[config.mk]
export PLATFORM = sky130hd
export DESIGN_NAME = codec_link_responder
export DESIGN_NICKNAME = d
export VERILOG_FILES = /design/src/rtl/clr_pkg.sv /design/src/rtl/clr_frame_timer.sv /design/src/rtl/clr_rate_gate.sv /design/src/rtl/clr_regfile.sv /design/src/rtl/codec_link_responder.sv
export SDC_FILE = /design/constraint.sdc
export NUM_CORES = 1
export LEC_CHECK = 0
export BUFFER_PORTS_ARGS = -buffer_cell sky130_fd_sc_hd__buf_4
export CORE_MARGIN = 5
export CORE_UTILIZATION = 45
export CTS_CLUSTER_SIZE = 20
export DETAILED_ROUTE_END_ITERATION = 10
export GPL_TIMING_DRIVEN = 0
export SYNTH_ARGS = -nofsm -noshare
export SYNTH_HDL_FRONTEND = slang
export SYNTH_SLANG_ARGS = --single-unit
export TNS_END_PERCENT = 100
[constraint.sdc]
create_clock -name bit_clk -period 10.7 [get_ports bit_clk]
set_input_delay 0.535 -clock bit_clk [delete_from_list [all_inputs] [get_ports bit_clk]]
set_output_delay 0.535 -clock bit_clk [all_outputs]
set_load 0.01 [all_outputs]
[src/rtl/clr_pkg.sv]
package clr_pkg;
  localparam int FRAME_BITS = 256;
  localparam int TAG_W      = 16;
  localparam int SLOT_W     = 20;
  localparam int DATA_W     = 16;
  localparam int IDX_W      = 7;
  localparam int RATE_W     = 17;
  localparam int LINK_HZ    = 48000;

  localparam logic [DATA_W-1:0] ID_WORD   = 16'h0D40;
  localparam logic [DATA_W-1:0] MVOL_DEF  = 16'h8000;
  localparam logic [DATA_W-1:0] PCMV_DEF  = 16'h8808;
  localparam logic [DATA_W-1:0] RATE_DEF  = 16'hBB80;

  localparam logic [IDX_W-1:0] IX_RESET = 7'h00;
  localparam logic [IDX_W-1:0] IX_MVOL  = 7'h02;
  localparam logic [IDX_W-1:0] IX_PCMV  = 7'h18;
  localparam logic [IDX_W-1:0] IX_PWR   = 7'h26;
  localparam logic [IDX_W-1:0] IX_EXTID = 7'h28;
  localparam logic [IDX_W-1:0] IX_EXTCT = 7'h2A;
  localparam logic [IDX_W-1:0] IX_DRATE = 7'h2C;
  localparam logic [IDX_W-1:0] IX_ARATE = 7'h32;

  // Effective converter rate: full link rate unless variable rate is enabled.
  function automatic logic [RATE_W-1:0] rate_eff(input logic vra, input logic [DATA_W-1:0] rate);
    logic [RATE_W-1:0] wide;
    wide = {1'b0, rate};
    if (!vra || wide > RATE_W'(LINK_HZ)) return RATE_W'(LINK_HZ);
    return wide;
  endfunction

  function automatic logic [DATA_W-1:0] pwr_readback(input logic eapd, input logic [5:0] pr);
    return {eapd, 1'b0, pr, 4'h0, ~pr[3:0]};
  endfunction

  function automatic logic [DATA_W-1:0] ext_id_word(input logic [1:0] id);
    return {id, 13'h0, 1'b1};
  endfunction

  // Return frame, index FRAME_BITS-1 is sent first.
  function automatic logic [FRAME_BITS-1:0] build_return(
    input logic              resp_v,
    input logic [IDX_W-1:0]  resp_idx,
    input logic [DATA_W-1:0] resp_dat,
    input logic              play_req,
    input logic              cap_v,
    input logic [SLOT_W-1:0] cap_l,
    input logic [SLOT_W-1:0] cap_r);
    logic [TAG_W-1:0]  tag;
    logic [SLOT_W-1:0] s1, s2, s3, s4;
    tag = {1'b1, resp_v, resp_v, cap_v, cap_v, 11'h0};
    s1  = {1'b0, (resp_v ? resp_idx : '0), ~play_req, ~play_req, 10'h0};
    s2  = resp_v ? {resp_dat, 4'h0} : '0;
    s3  = cap_v ? cap_l : '0;
    s4  = cap_v ? cap_r : '0;
    return {tag, s1, s2, s3, s4, {(FRAME_BITS - TAG_W - 4*SLOT_W){1'b0}}};
  endfunction
endpackage

[src/rtl/clr_frame_timer.sv]
module clr_frame_timer #(
  parameter int FRAME_BITS = 256,
  localparam int PW = $clog2(FRAME_BITS)
) (
  input  logic          clk,
  input  logic          rst_n,
  input  logic          sync,
  output logic [PW-1:0] pos,
  output logic          frame_start,
  output logic          active
);
  logic          sync_q;
  logic          active_q;
  logic [PW-1:0] cnt_q;

  assign frame_start = sync & ~sync_q;
  assign pos         = frame_start ? '0 : cnt_q;
  assign active      = active_q | frame_start;

  always_ff @(posedge clk or negedge rst_n) begin
    if (!rst_n) begin
      sync_q   <= 1'b0;
      active_q <= 1'b0;
      cnt_q    <= '0;
    end else begin
      sync_q <= sync;
      if (frame_start) active_q <= 1'b1;
      if (active) cnt_q <= pos + 1'b1;
    end
  end

  AST_FRAME_RESTART: assert property (@(posedge clk) disable iff (!rst_n)
    frame_start |=> (pos == PW'(1)));
endmodule

[src/rtl/clr_rate_gate.sv]
module clr_rate_gate #(
  parameter int RATE_W  = 17,
  parameter int LINK_HZ = 48000
) (
  input  logic              clk,
  input  logic              rst_n,
  input  logic              step,
  input  logic [RATE_W-1:0] rate,
  output logic              fire
);
  logic [RATE_W-1:0] acc_q;
  logic [RATE_W:0]   sum;

  assign sum  = {1'b0, acc_q} + {1'b0, rate};
  assign fire = sum >= (RATE_W+1)'(LINK_HZ);

  always_ff @(posedge clk or negedge rst_n) begin
    if (!rst_n) acc_q <= '0;
    else if (step) acc_q <= fire ? RATE_W'(sum - (RATE_W+1)'(LINK_HZ)) : RATE_W'(sum);
  end

  AST_ACC_BOUND: assert property (@(posedge clk) disable iff (!rst_n)
    acc_q < RATE_W'(LINK_HZ));
  AST_FULL_RATE_FIRES: assert property (@(posedge clk) disable iff (!rst_n)
    (rate == RATE_W'(LINK_HZ)) |-> fire);
endmodule

[src/rtl/clr_regfile.sv]
module clr_regfile
  import clr_pkg::*;
(
  input  logic              clk,
  input  logic              rst_n,
  input  logic              wr_en,
  input  logic [IDX_W-1:0]  wr_idx,
  input  logic [DATA_W-1:0] wr_data,
  input  logic [IDX_W-1:0]  rd_idx,
  output logic [DATA_W-1:0] rd_data,
  input  logic [1:0]        codec_id,
  output logic              vra,
  output logic [DATA_W-1:0] play_rate,
  output logic [DATA_W-1:0] cap_rate
);
  logic [DATA_W-1:0] mvol_q, pcmv_q, prate_q, crate_q;
  logic              eapd_q, vra_q;
  logic [5:0]        pr_q;

  always_ff @(posedge clk or negedge rst_n) begin
    if (!rst_n) begin
      mvol_q  <= MVOL_DEF;
      pcmv_q  <= PCMV_DEF;
      prate_q <= RATE_DEF;
      crate_q <= RATE_DEF;
      eapd_q  <= 1'b0;
      pr_q    <= '0;
      vra_q   <= 1'b0;
    end else if (wr_en) begin
      case (wr_idx)
        IX_RESET: begin
          mvol_q  <= MVOL_DEF;
          pcmv_q  <= PCMV_DEF;
          prate_q <= RATE_DEF;
          crate_q <= RATE_DEF;
          eapd_q  <= 1'b0;
          pr_q    <= '0;
          vra_q   <= 1'b0;
        end
        IX_MVOL:  mvol_q  <= wr_data;
        IX_PCMV:  pcmv_q  <= wr_data;
        IX_PWR: begin
          eapd_q <= wr_data[15];
          pr_q   <= wr_data[13:8];
        end
        IX_EXTCT: vra_q   <= wr_data[0];
        IX_DRATE: prate_q <= wr_data;
        IX_ARATE: crate_q <= wr_data;
        default: ;
      endcase
    end
  end

  always_comb begin
    case (rd_idx)
      IX_RESET: rd_data = ID_WORD;
      IX_MVOL:  rd_data = mvol_q;
      IX_PCMV:  rd_data = pcmv_q;
      IX_PWR:   rd_data = pwr_readback(eapd_q, pr_q);
      IX_EXTID: rd_data = ext_id_word(codec_id);
      IX_EXTCT: rd_data = {15'h0, vra_q};
      IX_DRATE: rd_data = prate_q;
      IX_ARATE: rd_data = crate_q;
      default:  rd_data = '0;
    endcase
  end

  assign vra       = vra_q;
  assign play_rate = prate_q;
  assign cap_rate  = crate_q;

  AST_SOFT_RESET_DEFAULTS: assert property (@(posedge clk) disable iff (!rst_n)
    (wr_en && wr_idx == IX_RESET) |=> (mvol_q == MVOL_DEF && !vra_q && prate_q == RATE_DEF));
  AST_PWR_RESERVED_ZERO: assert property (@(posedge clk) disable iff (!rst_n)
    (rd_idx == IX_PWR) |-> (rd_data[14] == 1'b0 && rd_data[7:4] == 4'h0));
  AST_IDREG_WRITE_IGNORED: assert property (@(posedge clk) disable iff (!rst_n)
    (wr_en && wr_idx == IX_EXTID) |=> ($stable(mvol_q) && $stable(pr_q) && $stable(vra_q)));
endmodule

[src/rtl/codec_link_responder.sv]
module codec_link_responder
  import clr_pkg::*;
#(
  parameter int SAMPLE_W = 18
) (
  input  logic                bit_clk,
  input  logic                rst_n,
  input  logic                sync,
  input  logic                sdata_out,
  output logic                sdata_in,
  input  logic [1:0]          codec_id,
  input  logic [SAMPLE_W-1:0] adc_left,
  input  logic [SAMPLE_W-1:0] adc_right,
  output logic [SAMPLE_W-1:0] dac_left,
  output logic [SAMPLE_W-1:0] dac_right,
  output logic                dac_stb
);
  localparam int PW     = $clog2(FRAME_BITS);
  localparam int PAD    = SLOT_W - SAMPLE_W;
  localparam int TAG_END = TAG_W - 1;
  localparam int S1_END  = TAG_END + SLOT_W;
  localparam int S2_END  = S1_END + SLOT_W;
  localparam int S3_END  = S2_END + SLOT_W;
  localparam int S4_END  = S3_END + SLOT_W;

  logic [PW-1:0] pos;
  logic          frame_start, act;

  clr_frame_timer #(.FRAME_BITS(FRAME_BITS)) u_timer (
    .clk(bit_clk), .rst_n(rst_n), .sync(sync),
    .pos(pos), .frame_start(frame_start), .active(act)
  );

  // Receive side: slot word completes at each slot's last position.
  logic [SLOT_W-2:0] rx_sr;
  logic [SLOT_W-1:0] slot_word;
  assign slot_word = {rx_sr, sdata_out};

  logic             t_frame_v, t_s1_v, t_s2_v, t_l_v, t_r_v;
  logic [1:0]       t_id;
  logic             s1_rd;
  logic [IDX_W-1:0] s1_idx;

  // Register command decode at end of slot 2.
  logic              cmd_ok, wr_en, rd_cmd;
  logic [DATA_W-1:0] rd_data;
  assign cmd_ok = act && (pos == PW'(S2_END)) && t_frame_v && t_s1_v && (t_id == codec_id);
  assign wr_en  = cmd_ok && !s1_rd && t_s2_v;
  assign rd_cmd = cmd_ok && s1_rd;

  logic              vra;
  logic [DATA_W-1:0] play_rate, cap_rate;

  clr_regfile u_regs (
    .clk(bit_clk), .rst_n(rst_n),
    .wr_en(wr_en), .wr_idx(s1_idx), .wr_data(slot_word[SLOT_W-1 -: DATA_W]),
    .rd_idx(s1_idx), .rd_data(rd_data), .codec_id(codec_id),
    .vra(vra), .play_rate(play_rate), .cap_rate(cap_rate)
  );

  // Rate gates, one per direction.
  logic [1:0] gate_fire;
  logic [RATE_W-1:0] gate_rate [2];
  assign gate_rate[0] = rate_eff(vra, play_rate);
  assign gate_rate[1] = rate_eff(vra, cap_rate);

  for (genvar g = 0; g < 2; g++) begin : g_gate
    clr_rate_gate #(.RATE_W(RATE_W), .LINK_HZ(LINK_HZ)) u_gate (
      .clk(bit_clk), .rst_n(rst_n), .step(frame_start),
      .rate(gate_rate[g]), .fire(gate_fire[g])
    );
  end

  // Return frame assembly.
  logic              resp_v;
  logic [IDX_W-1:0]  resp_idx;
  logic [DATA_W-1:0] resp_dat;
  logic [FRAME_BITS-1:0] frame_vec, tx_frame;
  logic              out_q;

  assign frame_vec = build_return(resp_v, resp_idx, resp_dat, gate_fire[0], gate_fire[1],
                                  {adc_left, {PAD{1'b0}}}, {adc_right, {PAD{1'b0}}});

  // Playback acceptance.
  logic                play_req_q, play_open;
  logic [SAMPLE_W-1:0] dac_l_q;

  always_ff @(posedge bit_clk or negedge rst_n) begin
    if (!rst_n) begin
      rx_sr      <= '0;
      t_frame_v  <= 1'b0;
      t_s1_v     <= 1'b0;
      t_s2_v     <= 1'b0;
      t_l_v      <= 1'b0;
      t_r_v      <= 1'b0;
      t_id       <= '0;
      s1_rd      <= 1'b0;
      s1_idx     <= '0;
      resp_v     <= 1'b0;
      resp_idx   <= '0;
      resp_dat   <= '0;
      tx_frame   <= '0;
      out_q      <= 1'b0;
      play_req_q <= 1'b0;
      play_open  <= 1'b0;
      dac_l_q    <= '0;
      dac_left   <= '0;
      dac_right  <= '0;
      dac_stb    <= 1'b0;
    end else begin
      rx_sr   <= slot_word[SLOT_W-2:0];
      dac_stb <= 1'b0;
      if (act) begin
        if (pos == PW'(TAG_END)) begin
          t_frame_v <= slot_word[15];
          t_s1_v    <= slot_word[14];
          t_s2_v    <= slot_word[13];
          t_l_v     <= slot_word[12];
          t_r_v     <= slot_word[11];
          t_id      <= slot_word[1:0];
        end
        if (pos == PW'(S1_END)) begin
          s1_rd  <= slot_word[SLOT_W-1];
          s1_idx <= slot_word[SLOT_W-2 -: IDX_W];
        end
        if (rd_cmd) begin
          resp_v   <= 1'b1;
          resp_idx <= s1_idx;
          resp_dat <= rd_data;
        end else if (frame_start) begin
          resp_v <= 1'b0;
        end
        if (frame_start) begin
          tx_frame   <= frame_vec;
          play_open  <= play_req_q;
          play_req_q <= gate_fire[0];
        end
        if (pos == PW'(S3_END) && play_open && t_l_v)
          dac_l_q <= slot_word[SLOT_W-1 -: SAMPLE_W];
        if (pos == PW'(S4_END) && play_open && t_l_v && t_r_v) begin
          dac_left  <= dac_l_q;
          dac_right <= slot_word[SLOT_W-1 -: SAMPLE_W];
          dac_stb   <= 1'b1;
        end
        out_q <= frame_start ? frame_vec[FRAME_BITS-1] : tx_frame[~pos];
      end else begin
        out_q <= 1'b0;
      end
    end
  end

  assign sdata_in = out_q;

  AST_STB_NEEDS_GRANT: assert property (@(posedge bit_clk) disable iff (!rst_n)
    dac_stb |-> play_open);
  AST_STB_SINGLE: assert property (@(posedge bit_clk) disable iff (!rst_n)
    dac_stb |=> !dac_stb);
  AST_RESP_ONE_FRAME: assert property (@(posedge bit_clk) disable iff (!rst_n)
    (frame_start && resp_v) |=> !resp_v);
  AST_IDLE_LINK_LOW: assert property (@(posedge bit_clk) disable iff (!rst_n)
    (!act && !$past(act)) |-> !sdata_in);
endmodule

* Word-level counts from Yosys, hierarchy flattened
Index checks and enable logic that the tools add are counted.
** Cells by class
- Muxes and demuxes :: 29
- Bitwise operators :: 6
- Reduce and logical (&&, ||, !) cells :: 37
- Add/subtract/negate cells :: 5
- Eq/ne operators :: 13
- Order comparisons :: 5
** Operator list (number)
- $pmux 16 s2 :: 4
- $pmux 16 s8 :: 1
- $mux 17 :: 6
- $mux 20 :: 3
- $add 17x17->18 :: 2
- $ge 18x16->1 const B :: 2
- $eq 7x6->1 const B :: 5
- $sub 17x16->17 const B :: 2
- $gt 16x16->1 const B :: 2
- $reduce_and 2->1 :: 13
- $eq 8x6->1 const B :: 2
- $eq 8x7->1 const B :: 2
- $reduce_bool 2->1 :: 7
- $logic_and 1x1->1 :: 12
- $pmux 6 s2 :: 1
- $lt 8x9->1 const B :: 1
- $mux 1 :: 9
- $add 8x1->8 const B :: 1
- $bmux 1 s8 :: 1
- $eq 8x4->1 const B :: 1
- $mux 8 :: 1
- $not 8->8 :: 1
- $eq 7x2->1 const B :: 1
- $eq 7x5->1 const B :: 1
- other kinds (10) :: 14
** Storage, ports and cells
- Bits of input ports :: 42
- Output and inout port bits :: 38
- Word-level logic and storage cells :: 127
- Register bits :: 306

* Depth between registers and ports, before layout
- Depth in word-level cells :: 11
- Mapped depth :: 20
- Mapped depth without buffers :: 19

* By module
Synthesis repeated with hierarchy kept, for this count alone.
** Second synthesis, totals
- Cells, all modules :: 1452
- Area, all modules :: 15459.8 sq um
** Modules (own cells, without submodules)
- codec_link_responder :: sequential area each 4479.3 sq um, times used 1, area an instance 7643.6 sq um, cells each 634
- clr_regfile :: sequential area each 1824.2 sq um, times used 1, area an instance 3632.2 sq um, cells each 354
- clr_rate_gate at g_gate[1].u_gate :: sequential area each 425.4 sq um, times used 1, area an instance 1915.6 sq um, cells each 214
- clr_rate_gate at g_gate[0].u_gate :: sequential area each 425.4 sq um, times used 1, area an instance 1735.4 sq um, cells each 196
- clr_frame_timer :: sequential area each 250.2 sq um, times used 1, area an instance 533.0 sq um, cells each 54

* Least setup slack after synthesis
OpenSTA, ideal clock, no wires.
- Path type :: register -> register
- Start point :: reg u_regs.prate_q[3], in the netlist u_regs.play_rate[3]
- End point :: reg g_gate[0].u_gate.acc_q[14]
- Data required time :: 10.570 ns
- Period minus slack after synthesis :: 4.753 ns
- Buffers on the path :: 2
- Path slack :: 5.947 ns
- Stages on the path, launching flop included :: 21
- Setup time :: 0.130 ns
- Arrival time :: 4.622 ns
- Cells stage by stage :: dfrtp_1 -> nor4_1 -> nand2_1 -> a41o_1 -> a41o_1 -> a21boi_0 -> clkbuf_1 -> and2_1 -> ha_1 -> inv_1 -> fa_1 -> nor2b_1 -> o2111ai_1 -> and4_1 -> a211oi_1 -> nand3_1 -> a2111oi_2 -> o21bai_2 -> buf_2 -> a32oi_1 -> nand3_1
** On the way
- Longest elaborated chain between the ends :: 7
- Elaborated cells between the ends (all ways) :: 8
- Classes of those cells :: add/sub (2); order compare (2); mux (3); reduce/logical (1)
** RTL lines
- start: declaration :: line clr_regfile.sv:16 : logic [DATA_W-1:0] mvol_q, pcmv_q, prate_q, crate_q;
- start signal: assignment :: line clr_regfile.sv:47 : IX_DRATE: prate_q <= wr_data;
- $gt 16x16->1 :: line clr_pkg.sv:28 : if (!vra || wide > RATE_W'(LINK_HZ)) return RATE_W'(LINK_HZ);
- $logic_or 1x1->1 :: line clr_pkg.sv:28
- $mux 1 :: line clr_pkg.sv:28
- $mux 17 (*) :: line clr_pkg.sv:29 : return wide;
- $add 17x17->18 (*) :: line clr_rate_gate.sv:14 : assign sum = {1'b0, acc_q} + {1'b0, rate};
- $sub 17x16->17 or $ge 18x16->1 (tied branches) :: line clr_rate_gate.sv:19, clr_rate_gate.sv:15
- $mux 17 (*) :: line clr_rate_gate.sv:19 : else if (step) acc_q <= fire ? RATE_W'(sum - (RATE_W+1)'(LINK_HZ)) : RATE_W'(sum);
- end signal: assignment :: line clr_rate_gate.sv:19
- end: declaration :: line clr_rate_gate.sv:11 : logic [RATE_W-1:0] acc_q;
Every way passes the cells marked *; elsewhere a longest branch is shown, timed or not.
A chain may end at the register's enable or synchronous reset.

* Worst setup path after layout
Ends and elaborated chain as after synthesis.

==> results_dict.tcl <==
set metrics [dict create \
    wl_per_cell_um 19.3 \
    r2r_setup_slack_ns 4.96 \
    cap_violations 0 \
    layout_setup_ws_ns 4.96 \
    fmax_ghz 0.174 \
    grt_max_degree 119 \
    outcome "finished, final reports clean" \
    clk_pin_slew_ns 0.06 \
    insertion_delay_ns 0.50 \
    ys_top_cells_by_area "dfrtp_1, nand2_1, mux2_2, dfstp_2, o21ai_0" \
    fin_crit_ns 5.74 \
    max-vdd-ir-drop_uv 112 \
    n_antenna_cell 0 \
    ys_warn_count 0 \
    drive_above_1_share 0.145 \
    remaining_drc_errors 0 \
    fp.dieW_um 191 \
    nets 1708 \
    post_cts_buffers 0 \
    synthFlopType "dfrtp_1" \
    async_reset_ff_frac 1.00 \
    postLayoutCellArea_mm2 0.0170 \
    setup_viol 0 \
    crit-reg2reg-launch "u_regs.play_rate[3]$_DFFE_PN0P_" \
    ys_top_cells_by_count "nand2_1, dfrtp_1, o21ai_0, clkbuf_1, nor2_1" \
    cp.required_ns 11.07 \
    area_growth_pct 15.6 \
    cts-root-buf "clkbuf_16" \
    syn-instance-count 1512 \
    die_h_um 191 \
    hold_class "in2async" \
    hold_viol_final 0 \
    ys_seq_area_frac 0.502 \
    grt_overflow 0 \
    dieArea_mm2 0.0364 \
    power_leakage_nw 8.02 \
    first_iter_violations 917 \
    fillers 3030 \
    period_share 0.536 \
    grt_pass1_wl_um 65200 \
    startpoint_type "flop" \
    fin_skew_ns 0.0130 \
    dp_slack_ns 4.97 \
    antenna_found_initial 0 \
    start_util 0.454 \
    cts_resized 0 \
    dpl.hpwl_um 29400 \
    place_area_mm2 0.0159 \
    worst_pin_slew_ns 1.12 \
    totalWireLength_um 40500 \
    holdWs_ns 0.0819 \
    syn_nets 1591 \
    slew_headroom 0.246 \
    drt-pass1-iter-count 5 \
    final-max-slew-violation-count 0 \
    finalWeightedCongestion 0.899 \
    clockBufferDepth 3 \
    cp_max_fo 10 \
    netlist.area_leader.share 0.470 \
    tritoncts "yes" \
    cts_made_buffers 34 \
    dp_cells 2035 \
    p_per_area_mw_per_mm2 215 \
    r2r_end "g_gate[0].u_gate.acc_q[14]$_DFFE_PN0P_" \
    layout.cells.non_filler 2095 \
    tns_ns 0 \
    synth-seq-cells 294 \
    worstSetupPathType "reg2reg" \
    dr_total_vias 11800 \
    core_mm2 0.0324 \
    grt_pass1_vias 11700 \
    ioPinCount 80 \
    h-tree-depth 2 \
    final_antenna_net_count 0 \
    synth_most_common_cell "nand2_1" \
    worstSetupEndpointType "flop" \
    avgViaCountPerCell 5.62 \
    rsz0062_at_grt "no" \
    syn_area_per_cell_um2 9.73 \
    cpMaxStageDelayCell "a2111oi_2" \
    syn-cell-area_mm2 0.0147 \
    fin_util 0.525 \
    yosysUniqueCellTypes 84 \
    synth_edf_count 0 \
    io_buffers 79 \
    yosys.area.top_type "dfrtp_1" \
    rows 66 \
    postCtsHoldBufs 0 \
    arrival_ns 6.11 \
    clock-sinks 294 \
    total_power_mw 3.66 \
    cp_cell_sequence "nor4_1, nand2_1, a41o_1, a41o_1, a21boi_0, clkbuf_1, and2_1, ha_1, inv_1, fa_1, nor2b_1, o2111ai_1, and4_1, a211oi_1, nand3_1, a2111oi_2, o21bai_2, buf_2, a32oi_1, nand3_1" \
    r2r_cells 20 \
    grt_usage 0.224 \
    cpPeakStageDelay_ns 0.54 \
]
where the power goes:
group / switching [mW] / internal, mW / total [mW]
logic: 0.712 / 0.480 / 1.19
clock network: 0.453 / 0.678 / 1.13
registers: 0.0917 / 1.24 / 1.34
total: 1.26 / 2.40 / 3.66
sequential cells by signal, indices dropped and copies added (netlist names), 2 cells and up:
signal               cells
tx_frame                63
g_gate.u_gate.acc_q     34
rx_sr                   19
dac_l_q                 18
dac_left                18
dac_right               18
resp_dat                16
u_regs.cap_rate         16
u_regs.mvol_q           16
u_regs.pcmv_q           16
u_regs.play_rate        16
u_timer.cnt_q            8
resp_idx                 7
s1_idx                   7
u_regs.pr_q              6
t_id                     2
routing by layer:
layer | global-route usage | wire [um] | vias up
met5 | 0 | 0 | -
met4 | 0.0530 | 944 | 0
met3 | 0.0350 | 2300 | 57
met2 | 0.356 | 18500 | 315
met1 | 0.325 | 18800 | 5791
li1 | - | - | 5621
logic make-up (layout without fill, tap and decap cells):
logic type / count (synthesis) / in the layout / synth area share
buffers and inverters: 112 / 253 / 0.0317
xor gates and xnor gates: 32 / 32 / 0.0201
muxes: 70 / 70 / 0.0575
adders and majority gates: 37 / 37 / 0.0325
DFF: 294 / 294 / 0.502
AOI/OAI and AO/OA: 359 / 359 / 0.172
and+or+nand+nor: 608 / 608 / 0.184
worst max-delay path by stage:
stage | startpoint | to | slack [ns] | depth (start not counted)
after floorplan | u_regs.play_rate[3]$_DFFE_PN0P_ | g_gate[0].u_gate.acc_q[14]$_DFFE_PN0P_ | 5.95 | 20
after global placement | u_regs.play_rate[3]$_DFFE_PN0P_ | g_gate[0].u_gate.acc_q[14]$_DFFE_PN0P_ | 5.04 | 20
after detailed placement | u_regs.play_rate[3]$_DFFE_PN0P_ | g_gate[0].u_gate.acc_q[14]$_DFFE_PN0P_ | 4.97 | 20
after CTS | u_regs.play_rate[3]$_DFFE_PN0P_ | g_gate[0].u_gate.acc_q[14]$_DFFE_PN0P_ | 4.94 | 20
after global routing | u_regs.play_rate[3]$_DFFE_PN0P_ | tx_frame[231]$_DFFE_PN0P_ | 4.50 | 20
final | u_regs.play_rate[3]$_DFFE_PN0P_ | g_gate[0].u_gate.acc_q[14]$_DFFE_PN0P_ | 4.96 | 20
cell usage in the layout, fill, tap and decap left out, drive strengths merged, types with 8 or more instances in the layout:
cell type / instances
buf: 102
mux2i: 17
nand3: 47
a21oi: 55
ha: 35
a31oi: 12
o21ai: 100
and3: 10
mux2: 46
a211oi: 14
dfstp: 18
nor3: 16
clkbuf: 123
a221oi: 15
and2: 23
xnor2: 20
a222oi: 8
a22oi: 15
nor2b: 12
dfrtp: 276
nor4: 15
nand2: 361
nand2b: 26
a21o: 16
o22a: 15
a22o: 45
inv: 24
nor2: 64
xor2: 12
cell type report:
type | instances | area, um^2 | share of cell area
clock inverters | 5 | 60.1 | 0.00353
repair buffers | 81 | 656 | 0.0386
clock buffers | 55 | 1020 | 0.0600
multi-input cells | 1106 | 6870 | 0.404
flip-flops and latches | 294 | 7380 | 0.434
plain buffers | 89 | 380 | 0.0224
well taps | 442 | 553 | 0.0325
inverters | 23 | 86.3 | 0.00508
critical path, delay by kind of cell, from the launching register on:
| family | cells | cell delay, ns |
|---|---|---|
| compound gates | 8 | 2.56 |
| buf+inv | 3 | 0.63 |
| flops | 1 | 0.43 |
| fa+ha+maj | 2 | 0.59 |
| simple gates | 7 | 1.40 |
(Power assumes the default switching activity.)
